`config.mk`:
```
export PLATFORM = sky130hd
export DESIGN_NAME = irq_presenter
export DESIGN_NICKNAME = d
export VERILOG_FILES = /design/src/rtl/irqp_pkg.sv /design/src/rtl/irqp_admit.sv /design/src/rtl/irqp_ipi.sv /design/src/rtl/irq_presenter.sv
export SDC_FILE = /design/constraint.sdc
export NUM_CORES = 1
export LEC_CHECK = 0
export BUFFER_PORTS_ARGS = -buffer_cell sky130_fd_sc_hd__buf_2
export CORE_ASPECT_RATIO = 0.8
export CORE_MARGIN = 5
export CORE_UTILIZATION = 35
export CTS_CLUSTER_DIAMETER = 30
export DETAILED_ROUTE_END_ITERATION = 16
export SLEW_MARGIN = 0
export SYNTH_ARGS = -nofsm -noshare
export SYNTH_HDL_FRONTEND = slang
export SYNTH_HIERARCHICAL = 1
export SYNTH_SLANG_ARGS = --single-unit
```
`constraint.sdc`:
```
create_clock -name clk -period 2.88 [get_ports clk]
set_input_delay 0.144 -clock clk [delete_from_list [all_inputs] [get_ports clk]]
set_output_delay 0.144 -clock clk [all_outputs]
set_load 0.05 [all_outputs]
```
`src/rtl/irqp_pkg.sv`:
```
package irqp_pkg;

    parameter int unsigned PRIO_W = 8;
    parameter int unsigned SRC_W  = 24;
    localparam int unsigned WORD_W = PRIO_W + SRC_W;

    typedef enum logic [2:0] {
        OP_POLL     = 3'd0,
        OP_ACCEPT   = 3'd1,
        OP_EOI      = 3'd2,
        OP_SET_THR  = 3'd3,
        OP_SET_IPI  = 3'd4
    } irqp_op_e;

    typedef struct packed {
        logic [PRIO_W-1:0] thr;
        logic [SRC_W-1:0]  src;
        logic [PRIO_W-1:0] pend_prio;
        logic [PRIO_W-1:0] ipi_prio;
        logic              owned;
        logic              irq;
        logic              rsp_v;
        logic [WORD_W-1:0] rsp_d;
        logic              rej_v;
        logic [SRC_W-1:0]  rej_s;
        logic              eoi_v;
        logic [SRC_W-1:0]  eoi_s;
        logic              resend;
    } irqp_state_t;

endpackage

```
`src/rtl/irqp_admit.sv`:
```
module irqp_admit #(
    parameter int unsigned PW = 8
) (
    input  logic [PW-1:0] in_prio,
    input  logic [PW-1:0] thr,
    input  logic          busy,
    input  logic [PW-1:0] pend_prio,
    output logic          take
);
    logic below_thr;
    logic beats_pending;

    always_comb begin
        below_thr     = in_prio < thr;
        beats_pending = !busy || (in_prio < pend_prio);
        take          = below_thr && beats_pending;
    end

endmodule

```
`src/rtl/irqp_ipi.sv`:
```
module irqp_ipi #(
    parameter int unsigned PW = 8
) (
    input  logic          en,
    input  logic [PW-1:0] ipi_prio,
    input  logic [PW-1:0] thr,
    input  logic          busy,
    input  logic          owned,
    input  logic [PW-1:0] pend_prio,
    output logic          fire,
    output logic          bounce_old
);
    logic wins;

    always_comb begin
        wins       = !busy || (pend_prio > ipi_prio);
        fire       = en && (ipi_prio < thr) && wins;
        bounce_old = fire && busy && owned;
    end

endmodule

```
`src/rtl/irq_presenter.sv`:
```
module irq_presenter #(
    parameter int unsigned IPI_SRC = 2
) (
    input  logic                        clk,
    input  logic                        rst_n,
    input  logic                        req_valid,
    output logic                        req_ready,
    input  logic [irqp_pkg::SRC_W-1:0]  req_src,
    input  logic [irqp_pkg::PRIO_W-1:0] req_prio,
    input  logic                        cmd_valid,
    output logic                        cmd_ready,
    input  logic [2:0]                  cmd_op,
    input  logic [irqp_pkg::WORD_W-1:0] cmd_data,
    output logic                        rsp_valid,
    output logic [irqp_pkg::WORD_W-1:0] rsp_data,
    output logic                        irq_out,
    output logic                        rej_valid,
    output logic [irqp_pkg::SRC_W-1:0]  rej_src,
    output logic                        eoi_valid,
    output logic [irqp_pkg::SRC_W-1:0]  eoi_src,
    output logic                        resend_req
);
    import irqp_pkg::*;

    localparam logic [PRIO_W-1:0] MASKED  = '1;
    localparam logic [SRC_W-1:0]  IPI_NUM = SRC_W'(IPI_SRC);

    irqp_state_t s_d, s_q;
    irqp_op_e    op;
    logic        busy_q;
    logic        req_go;
    logic        take;
    logic [PRIO_W-1:0] thr_new;
    logic [PRIO_W-1:0] ipi_new;
    logic [PRIO_W-1:0] arg_lo;
    logic        ipi_en;
    logic        ipi_fire;
    logic        ipi_bounce;

    assign op      = irqp_op_e'(cmd_op);
    assign busy_q  = s_q.src != '0;
    assign req_go  = req_valid && !cmd_valid && (req_src != '0);
    assign arg_lo  = cmd_data[PRIO_W-1:0];
    assign thr_new = (op == OP_EOI)     ? cmd_data[WORD_W-1:SRC_W] :
                     (op == OP_SET_THR) ? arg_lo : s_q.thr;
    assign ipi_new = (op == OP_SET_IPI) ? arg_lo : s_q.ipi_prio;
    assign ipi_en  = cmd_valid && ((op == OP_EOI) || (op == OP_SET_IPI) ||
                     ((op == OP_SET_THR) && (arg_lo >= s_q.thr)));

    irqp_admit #(.PW(PRIO_W)) i_admit (
        .in_prio   (req_prio),
        .thr       (s_q.thr),
        .busy      (busy_q),
        .pend_prio (s_q.pend_prio),
        .take      (take)
    );

    irqp_ipi #(.PW(PRIO_W)) i_ipi (
        .en         (ipi_en),
        .ipi_prio   (ipi_new),
        .thr        (thr_new),
        .busy       (busy_q),
        .owned      (s_q.owned),
        .pend_prio  (s_q.pend_prio),
        .fire       (ipi_fire),
        .bounce_old (ipi_bounce)
    );

    always_comb begin
        s_d        = s_q;
        s_d.rsp_v  = 1'b0;
        s_d.rej_v  = 1'b0;
        s_d.eoi_v  = 1'b0;
        s_d.resend = 1'b0;
        if (cmd_valid) begin
            unique case (op)
                OP_POLL: begin
                    s_d.rsp_v = 1'b1;
                    s_d.rsp_d = {s_q.thr, s_q.src};
                end
                OP_ACCEPT: begin
                    s_d.rsp_v     = 1'b1;
                    s_d.rsp_d     = {s_q.thr, s_q.src};
                    s_d.thr       = s_q.pend_prio;
                    s_d.src       = '0;
                    s_d.pend_prio = MASKED;
                    s_d.owned     = 1'b0;
                    s_d.irq       = 1'b0;
                end
                OP_EOI: begin
                    s_d.thr    = thr_new;
                    s_d.eoi_v  = 1'b1;
                    s_d.eoi_s  = cmd_data[SRC_W-1:0];
                    s_d.resend = 1'b1;
                end
                OP_SET_THR: begin
                    s_d.thr = thr_new;
                    if (arg_lo < s_q.thr) begin
                        if (busy_q && (arg_lo <= s_q.pend_prio)) begin
                            s_d.src       = '0;
                            s_d.pend_prio = MASKED;
                            s_d.owned     = 1'b0;
                            s_d.irq       = 1'b0;
                            if (s_q.owned) begin
                                s_d.rej_v = 1'b1;
                                s_d.rej_s = s_q.src;
                            end
                        end
                    end else begin
                        s_d.resend = 1'b1;
                    end
                end
                OP_SET_IPI: begin
                    s_d.ipi_prio = ipi_new;
                end
                default: begin
                end
            endcase
            if (ipi_fire) begin
                if (ipi_bounce) begin
                    s_d.rej_v = 1'b1;
                    s_d.rej_s = s_q.src;
                end
                s_d.src       = IPI_NUM;
                s_d.pend_prio = ipi_new;
                s_d.owned     = 1'b0;
                s_d.irq       = 1'b1;
            end
        end else if (req_go) begin
            s_d.rej_v = 1'b1;
            if (take) begin
                s_d.rej_v     = busy_q && s_q.owned;
                s_d.rej_s     = s_q.src;
                s_d.src       = req_src;
                s_d.pend_prio = req_prio;
                s_d.owned     = 1'b1;
                s_d.irq       = 1'b1;
            end else begin
                s_d.rej_s = req_src;
            end
        end
    end

    always_ff @(posedge clk) begin
        if (!rst_n) begin
            s_q           <= '0;
            s_q.pend_prio <= MASKED;
            s_q.ipi_prio  <= MASKED;
        end else begin
            s_q <= s_d;
        end
    end

    assign cmd_ready  = 1'b1;
    assign req_ready  = !cmd_valid;
    assign rsp_valid  = s_q.rsp_v;
    assign rsp_data   = s_q.rsp_d;
    assign irq_out    = s_q.irq;
    assign rej_valid  = s_q.rej_v;
    assign rej_src    = s_q.rej_s;
    assign eoi_valid  = s_q.eoi_v;
    assign eoi_src    = s_q.eoi_s;
    assign resend_req = s_q.resend;

    // the line follows the pending source register
    p_line_tracks_src_r2: assert property (@(posedge clk) disable iff (!rst_n)
        irq_out == (s_q.src != '0));

    // an empty slot always carries the masked priority
    p_empty_is_masked_r2: assert property (@(posedge clk) disable iff (!rst_n)
        (s_q.src == '0) |-> (s_q.pend_prio == MASKED));

    p_untaken_bounced_r4: assert property (@(posedge clk) disable iff (!rst_n)
        (req_valid && !cmd_valid && (req_src != '0) && (req_prio >= s_q.thr))
        |=> (rej_valid && rej_src == $past(req_src)));

    p_accept_drops_line_r6: assert property (@(posedge clk) disable iff (!rst_n)
        (cmd_valid && op == OP_ACCEPT)
        |=> (!irq_out && rsp_valid && rsp_data == $past({s_q.thr, s_q.src})));

    p_poll_keeps_line_r7: assert property (@(posedge clk) disable iff (!rst_n)
        (cmd_valid && op == OP_POLL) |=> (rsp_valid && $stable(irq_out)));

    p_ipi_raises_r11: assert property (@(posedge clk) disable iff (!rst_n)
        (cmd_valid && op == OP_SET_IPI && arg_lo < s_q.thr && s_q.src == '0)
        |=> irq_out);

    p_eoi_forwarded_r12: assert property (@(posedge clk) disable iff (!rst_n)
        (cmd_valid && op == OP_EOI)
        |=> (eoi_valid && resend_req && eoi_src == $past(cmd_data[SRC_W-1:0])));

    p_cmd_wins_r13: assert property (@(posedge clk) disable iff (!rst_n)
        cmd_valid |-> (!req_ready && cmd_ready));

endmodule

```
# After elaboration in Yosys (flattened, before gate mapping)
# Index checks and enable logic that the tools add are counted.
# W data, S select, Z words.
[totals]
reg_bits = 134
input_bits = 71
out_inout_bits = 87
word_cells = 90
[op_classes]
order_cmp = 7
eq_ne = 7
mux = 32
n_reduce_logical = 31
[ops]
columns = ["cell", "count"]
rows = [
  ["$mux W25", 9],
  ["$mux W32", 6],
  ["$pmux W32 S2", 1],
  ["$reduce_bool A24 Y1", 2],
  ["$mux W33", 1],
  ["$lt A8 B8 Y1", 4],
  ["$mux W24", 1],
  ["$mux W8", 3],
  ["$pmux W8 S2", 1],
  ["$mux W2", 6],
  ["$logic_and A1 B1 Y1", 11],
  ["$reduce_and A2 Y1", 5],
  ["$ge A8 B8 Y1", 1],
  ["$gt A8 B8 Y1", 1],
  ["$le A8 B8 Y1", 1],
  ["$ne A4 B2 Y1 const B", 2],
  ["$eq A3 B2 Y1 const B", 2],
  ["$reduce_bool A2 Y1", 3],
  ["$reduce_and A5 Y1", 1],
  ["$logic_or A1 B1 Y1", 4],
  ["$ne A4 B1 Y1 const B", 1],
  ["$pmux W2 S2", 1],
  ["$reduce_or A2 Y1", 2],
  ["$eq A3 B1 Y1 const B", 1],
  ["5 further kinds", 7],
]

# Longest topological paths before layout
[depth]
word_depth = 11
mapped_depth = 18
mapped_depth_nobuf = 16

# By module
# Netlist, hierarchy kept.
[by_module_without_submodules]
columns = ["mod", "n_inst", "cells_each", "area_per_inst_um2"]
rows = [
  ["irq_presenter", 1, 912, 7480.9],
  ["irqp_ipi", 1, 58, 434.2],
  ["irqp_admit", 1, 47, 349.1],
]

# Least setup slack after synthesis
# No wires, ideal clock.
[synth_timing]
kind = "register -> register"
start = "register s_q[120] (netlist name)"
end = "register s_q (netlist bit irq_out)"
setup_ns = 0.122
t_arrival_ns = 3.036
path_slack_ns = -0.277
stages_incl_launch_ff = 16
path_buffers = 4
period_less_slack_ns = 3.157
cell_sequence = "dfxtp_1 > nor4_1 > and4_1 > nand3_2 > nand3_1 > o22ai_1 > a2111oi_0 > o311a_1 > clkbuf_1 > inv_1 > or2_2 > buf_2 > o311a_1 > buf_6 > buf_6 > o311a_1"
[synth_via]
elab_chain_cells = 6
[synth_rtl]
columns = ["item", "line_no", "source"]
rows = [
  ["from (decl)", "irq_presenter.sv:28", "irqp_state_t s_d, s_q;"],
  ["$reduce_bool A24 Y1", "irq_presenter.sv:41", "assign busy_q = s_q.src != '0;"],
  ["net busy_q", "irq_presenter.sv:30", "logic busy_q;"],
  ["$logic_not A1 Y1", "irqp_admit.sv:15", "beats_pending = !busy || (in_prio < pend_prio);"],
  ["$logic_or A1 B1 Y1", "irqp_admit.sv:15", ""],
  ["$logic_and A1 B1 Y1", "irqp_admit.sv:16", "take = below_thr && beats_pending;"],
  ["net take", "irq_presenter.sv:32", "logic take;"],
  ["$reduce_bool A2 Y1 (no source line)", "--", ""],
  ["$reduce_and A5 Y1 (no source line)", "--", ""],
]
# The timed path passes the listed nets, and every way through them passes these cells.
# A chain may end at the register's enable or synchronous reset.

# Worst setup path after layout
[layout_timing]
start = "register s_q[127] (netlist name)"
end = "register s_q (netlist bit rej_src[23])"
[layout_via]
elab_chain_cells = 11
[layout_rtl]
columns = ["item", "line_no", "source"]
rows = [
  ["$ge A8 B8 Y1", "irq_presenter.sv:48", "((op == OP_SET_THR) && (arg_lo >= s_q.thr)));"],
  ["$logic_and A1 B1 Y1", "irq_presenter.sv:48", ""],
  ["$logic_or A1 B1 Y1", "irq_presenter.sv:47", "assign ipi_en = cmd_valid && ((op == OP_EOI) || (op == OP_SET_IPI) ||"],
  ["$logic_and A1 B1 Y1", "irq_presenter.sv:47", ""],
  ["net ipi_en", "irq_presenter.sv:36", "logic ipi_en;"],
  ["$logic_and A1 B1 Y1 (2 in series)", "irqp_ipi.sv:17", "fire = en && (ipi_prio < thr) && wins;"],
  ["$logic_and A1 B1 Y1 (2 in series)", "irqp_ipi.sv:18", "bounce_old = fire && busy && owned;"],
  ["net ipi_bounce", "irq_presenter.sv:38", "logic ipi_bounce;"],
  ["$mux W25", "irq_presenter.sv:120", "if (ipi_bounce) begin"],
  ["$mux W25", "irq_presenter.sv:119", "if (ipi_fire) begin"],
  ["$mux W25", "irq_presenter.sv:75", "if (cmd_valid) begin"],
]
# The timed path passes the listed nets, and every way through them passes these cells. The select of a mux whose other input is x is not followed.

==> out/qor.csv <==
stage;metric;value;unit
timing;final hold vios;0;
critical_path;R2R Path Start;s_q[127]$_SDFFE_PN0P_;
detailed_routing;Pre-antenna DRT Iters;5;
critical_path;Critical Path End;rej_src[23]$_SDFFE_PN0P_;
hold_path;worst min path class;in2reg;
grt;aggregate global-route resource usage;19.88;%
pwr;switch share;31.05;%
pwr;clock power share;40.2;%
critical_path;CP top delay family;compound AO/OA/AOI/OAI gates;
clock_network;Clk Latency, worst-skew pair;0.43;ns
yosys;post-synthesis cell count;1017;
grt;vias in the first global route;7532;
run_status;status;finished, violations left;
floorplan;Die Span Y;147.4;um
finish;post-layout net count;1307;
timing;setup ws final;-0.2383;ns
floorplan;IO Pins;158;
timing;Max Freq;320.7;MHz
timing;Max Slew Vio Count;0;
clock_network;CTS Root Cell;clkbuf_16;
yosys;EDFF count, synth;0;
clock_network;Clock Sinks;134;
floorplan;Initial Util;35.42;%
yosys;Async SR Flop Fraction;0;%
critical_path;startpoint types;flip-flop;
timing;Final Setup Violations;59;
yosys;Synth Register Bits;134;
grt;largest net degree at the start of global routing;58;
yosys;Ys Warns;6;
pwr;pwr dens;501.3;nW/um^2
critical_path;FF-to-FF setup slack;-0.24;ns
critical_path;CP Data Arrival Time;3.45;ns
yosys;Synth Flop Type;dfxtp_1;
clock_network;CTS buffer count;17;
critical_path;crit path launch;s_q[127]$_SDFFE_PN0P_;
finish;commonest non-fill, non-tap cell in the layout;nand2_1;
clock_network;CTS tree;done;
yosys;syn_nets;1133;
placement;Placed Cells;1443;
timing;RSZ-0062 raised after global routing;true;
critical_path;Crit path buffers/inverters;4;
pwr;Switch Pwr;1699;uW
critical_path;Critical Path End Type;flip-flop;
yosys;Seq/Total Area, Yosys;32.46;%
detailed_routing;vias;7796;
critical_path;Reg2Reg Capture Point;rej_src[23]$_SDFFE_PN0P_;
finish;most frequent cells in the layout;160 x nand2_1, 155 x buf_2, 128 x dfxtp_1;
pwr;Int Power;3774;uW
detailed_routing;DRC;0;
yosys;synth unique cells;57;
grt;remaining global-route overflow;0;
clock_network;clk slew on worst S/H paths;0.07;ns
yosys;Synth area leaders;dfxtp_1 32%, nand2_1 7.6%, buf_4 7.4%;
critical_path;crit-path most repeated cell;o31ai_4;
critical_path;worst path required time;3.21;ns
finish;layout cells sized above 1;36.88;%
critical_path;Crit Path Category;reg2reg;
critical_path;critical path's slowest cell;dfxtp_2;
placement;routability congestion estimate;0.9117;
critical_path;FF-to-FF path depth;19;
finish;fin cells;1516;
run_status;failing checks;negative setup slack;
hold_path;hold path startpoint;cmd_data[4];
detailed_routing;post-DR wirelength/cell;18.12;um
pwr;leakage;0.004596;uW
pwr;Sequential Power Share;36.2;%
detailed_routing;Routed WL;27470;um
floorplan;area of the core;23330;sq um
critical_path;crit-path cells;inv_2, ha_4, nor2b_4, o21bai_4, a211oi_2, nor2_1, o31a_1, o21ai_1, nand2b_1, a21oi_2, o31ai_4, buf_4, a2111oi_4, nand2_2, buf_6, o31ai_4, clkbuf_16, a22oi_2, o2bb2ai_1;
yosys;cell taking the most area after synthesis;dfxtp_1;
timing;Max transition margin;30.75;%
floorplan;Die ar.;26800;sq um
critical_path;CP Depth;19;
job;Max Cap Violations;0;
critical_path;worst-path fanout max;7;
pwr;combinational share of power;23.6;%
yosys;Mean Syn Cell Area;8.126;sq um
floorplan;Die X;181.8;um
timing;Final min period;3.118;ns
placement;# port buffers;156;
placement;DP Area;9424;sq um
timing;Layout Skew;0.01414;ns
clock_network;H-tree Lvls;4;
yosys;Synth top area share;32.46;%
detailed_routing;iteration-0 DRC count of the detailed router;447;
pwr;worst vdd ir;0.4171;mV
floorplan;row count;50;
critical_path;max incr delay on CP;0.33;ns
yosys;Syn Std Cell Area;8264;sq um
grt;antenna violations before repair;0;
detailed_routing;number of routed nets with antenna violations;0;
timing;worst slew pin tran;1.036;ns
timing;Final period util;108.3;%
clock_network;Max Root-Sink Buffers;2;
finish;Layout area overhead;32.11;%
grt;wire length of the first global-routing pass;42540;um
detailed_routing;Via-to-Cell Ratio;5.142;
finish;Antenna diodes;0;
placement;Detailed Place HPWL;19100;um
finish;post-route design area;10920;sq um
how the worst min path moves through the flow:
stage	to	slack (ns)	depth (start not counted)
after floorplan	s_q[87]$_SDFFE_PN1P_	0.27	2
after global placement	eoi_src[8]$_SDFFE_PN0P_	0.39	3
after detailed placement	eoi_src[14]$_SDFFE_PN0P_	0.40	3
after CTS	eoi_src[4]$_SDFFE_PN0P_	0.01	3
after global routing	eoi_src[4]$_SDFFE_PN0P_	0.02	3
final	eoi_src[4]$_SDFFE_PN0P_	0.03	3
power by group through the flow:
stage | Clock, uW | Combinational [uW] | Sequential (uW)
6_report | 2200 | 1290 | 1980
5_1_grt | 2340 | 1400 | 1990
4_1_cts | 2250 | 1230 | 1970
3_5_place_dp | 0 | 1120 | 2010
3_3_place_gp | 0 | 1110 | 2010
2_1_floorplan | 0 | 729 | 2020
metrics by stage:
step / hold WS (ns) / power [uW] / util, % / setup TNS (ns) / setup WS [ns]
5_1_grt: 0.02192 / 5724 / 46.79 / -18.84 / -0.4394
3_5_place_dp: 0.4026 / 3130 / 40.39 / -21.62 / -0.4655
6_report: 0.02903 / 5473 / 46.79 / -7.226 / -0.2383
3_3_place_gp: 0.3948 / 3119 / 40.39 / -18.21 / -0.3966
4_1_cts: 0.01109 / 5458 / 45.64 / -9.118 / -0.2152
2_1_floorplan: 0.2682 / 2747 / - / -0.8191 / -0.03954
worst reg2reg max path, stage by stage, from the launching register on:
cell,delay [ns]
dfxtp_2,0.33
inv_2,0.07
ha_4,0.27
nor2b_4,0.15
o21bai_4,0.06
a211oi_2,0.22
nor2_1,0.08
o31a_1,0.11
o21ai_1,0.14
nand2b_1,0.09
a21oi_2,0.15
o31ai_4,0.10
buf_4,0.15
a2111oi_4,0.20
nand2_2,0.12
buf_6,0.15
o31ai_4,0.14
clkbuf_16,0.28
a22oi_2,0.08
o2bb2ai_1,0.14
sequential cells by signal, summed over array words and instances, names as in the netlist:
signal      flops
resend_req      1
rej_src        24
s_q            49
eoi_src        24
eoi_valid       1
rej_valid       1
rsp_data       32
irq_out         1
rsp_valid       1
kinds of logic (layout without fill, tap and decap cells):
logic type | count (synthesis) | after routing | synth area share, %
flip-flops | 134 | 134 | 32.46
AND/OR/NAND/NOR | 332 | 332 | 20.08
AO/OA/AOI/OAI | 267 | 267 | 22.56
multiplexers | 41 | 41 | 5.087
other | 1 | 1 | 0.04538
buffers and inverters | 197 | 384 | 12.96
adder cells (fa/ha/maj) | 45 | 45 | 6.813
cell usage after synthesis, types with 2 or more instances:
master,instances
o211ai_1,35
o2bb2ai_1,25
nand2_1,167
o22ai_1,9
a211oi_1,3
nor2_1,9
dfxtp_1,134
o21ai_0,46
buf_2,10
buf_1,3
ha_1,45
a21oi_1,34
nor2b_1,28
nand2b_1,4
o311a_1,3
or2_2,25
buf_6,2
nand3_1,33
clkbuf_1,50
buf_4,81
a21o_1,3
o21ai_1,2
a21boi_0,64
a2111oi_0,2
mux2i_1,33
nor4_1,12
and2_1,11
o21a_1,4
mux2_2,8
inv_1,51
a22oi_1,24
nor3_1,4
nand4_1,4
nor3b_1,26
per-layer routing:
metal	vias up	share of wire, %	global-route usage [%]	wire, um
met4	0	2.0	5.589	551
met1	3674	47	28.32	12950
met2	242	44	30.07	12100
li1	3839	-	-	-
met5	-	0	0	0
met3	41	6.8	4.748	1857
area by class of cell:
class	count	area (sq um)
fill	2236	12420
timing repair buffer	301	2155
clock buffer	19	432.9
inverter	51	196.4
clock inverter	13	148.9
multi-input combinational	686	4905
tap	312	390.4
sequential	134	2690
what timing repair did:
| item | in CTS | in global routing |
|---|---|---|
| pin swaps | 21 | 32 |
| gates cloned | 3 | 3 |
| buffers inserted | 19 | 3 |
| setup endpoints to repair | 59 | 60 |
| gates resized for setup | 87 | 52 |
| endpoints found under the hold margin | 16 | 0 |
| hold buffers | 16 | 0 |
No activity file was read; power rests on OpenSTA's default activity.
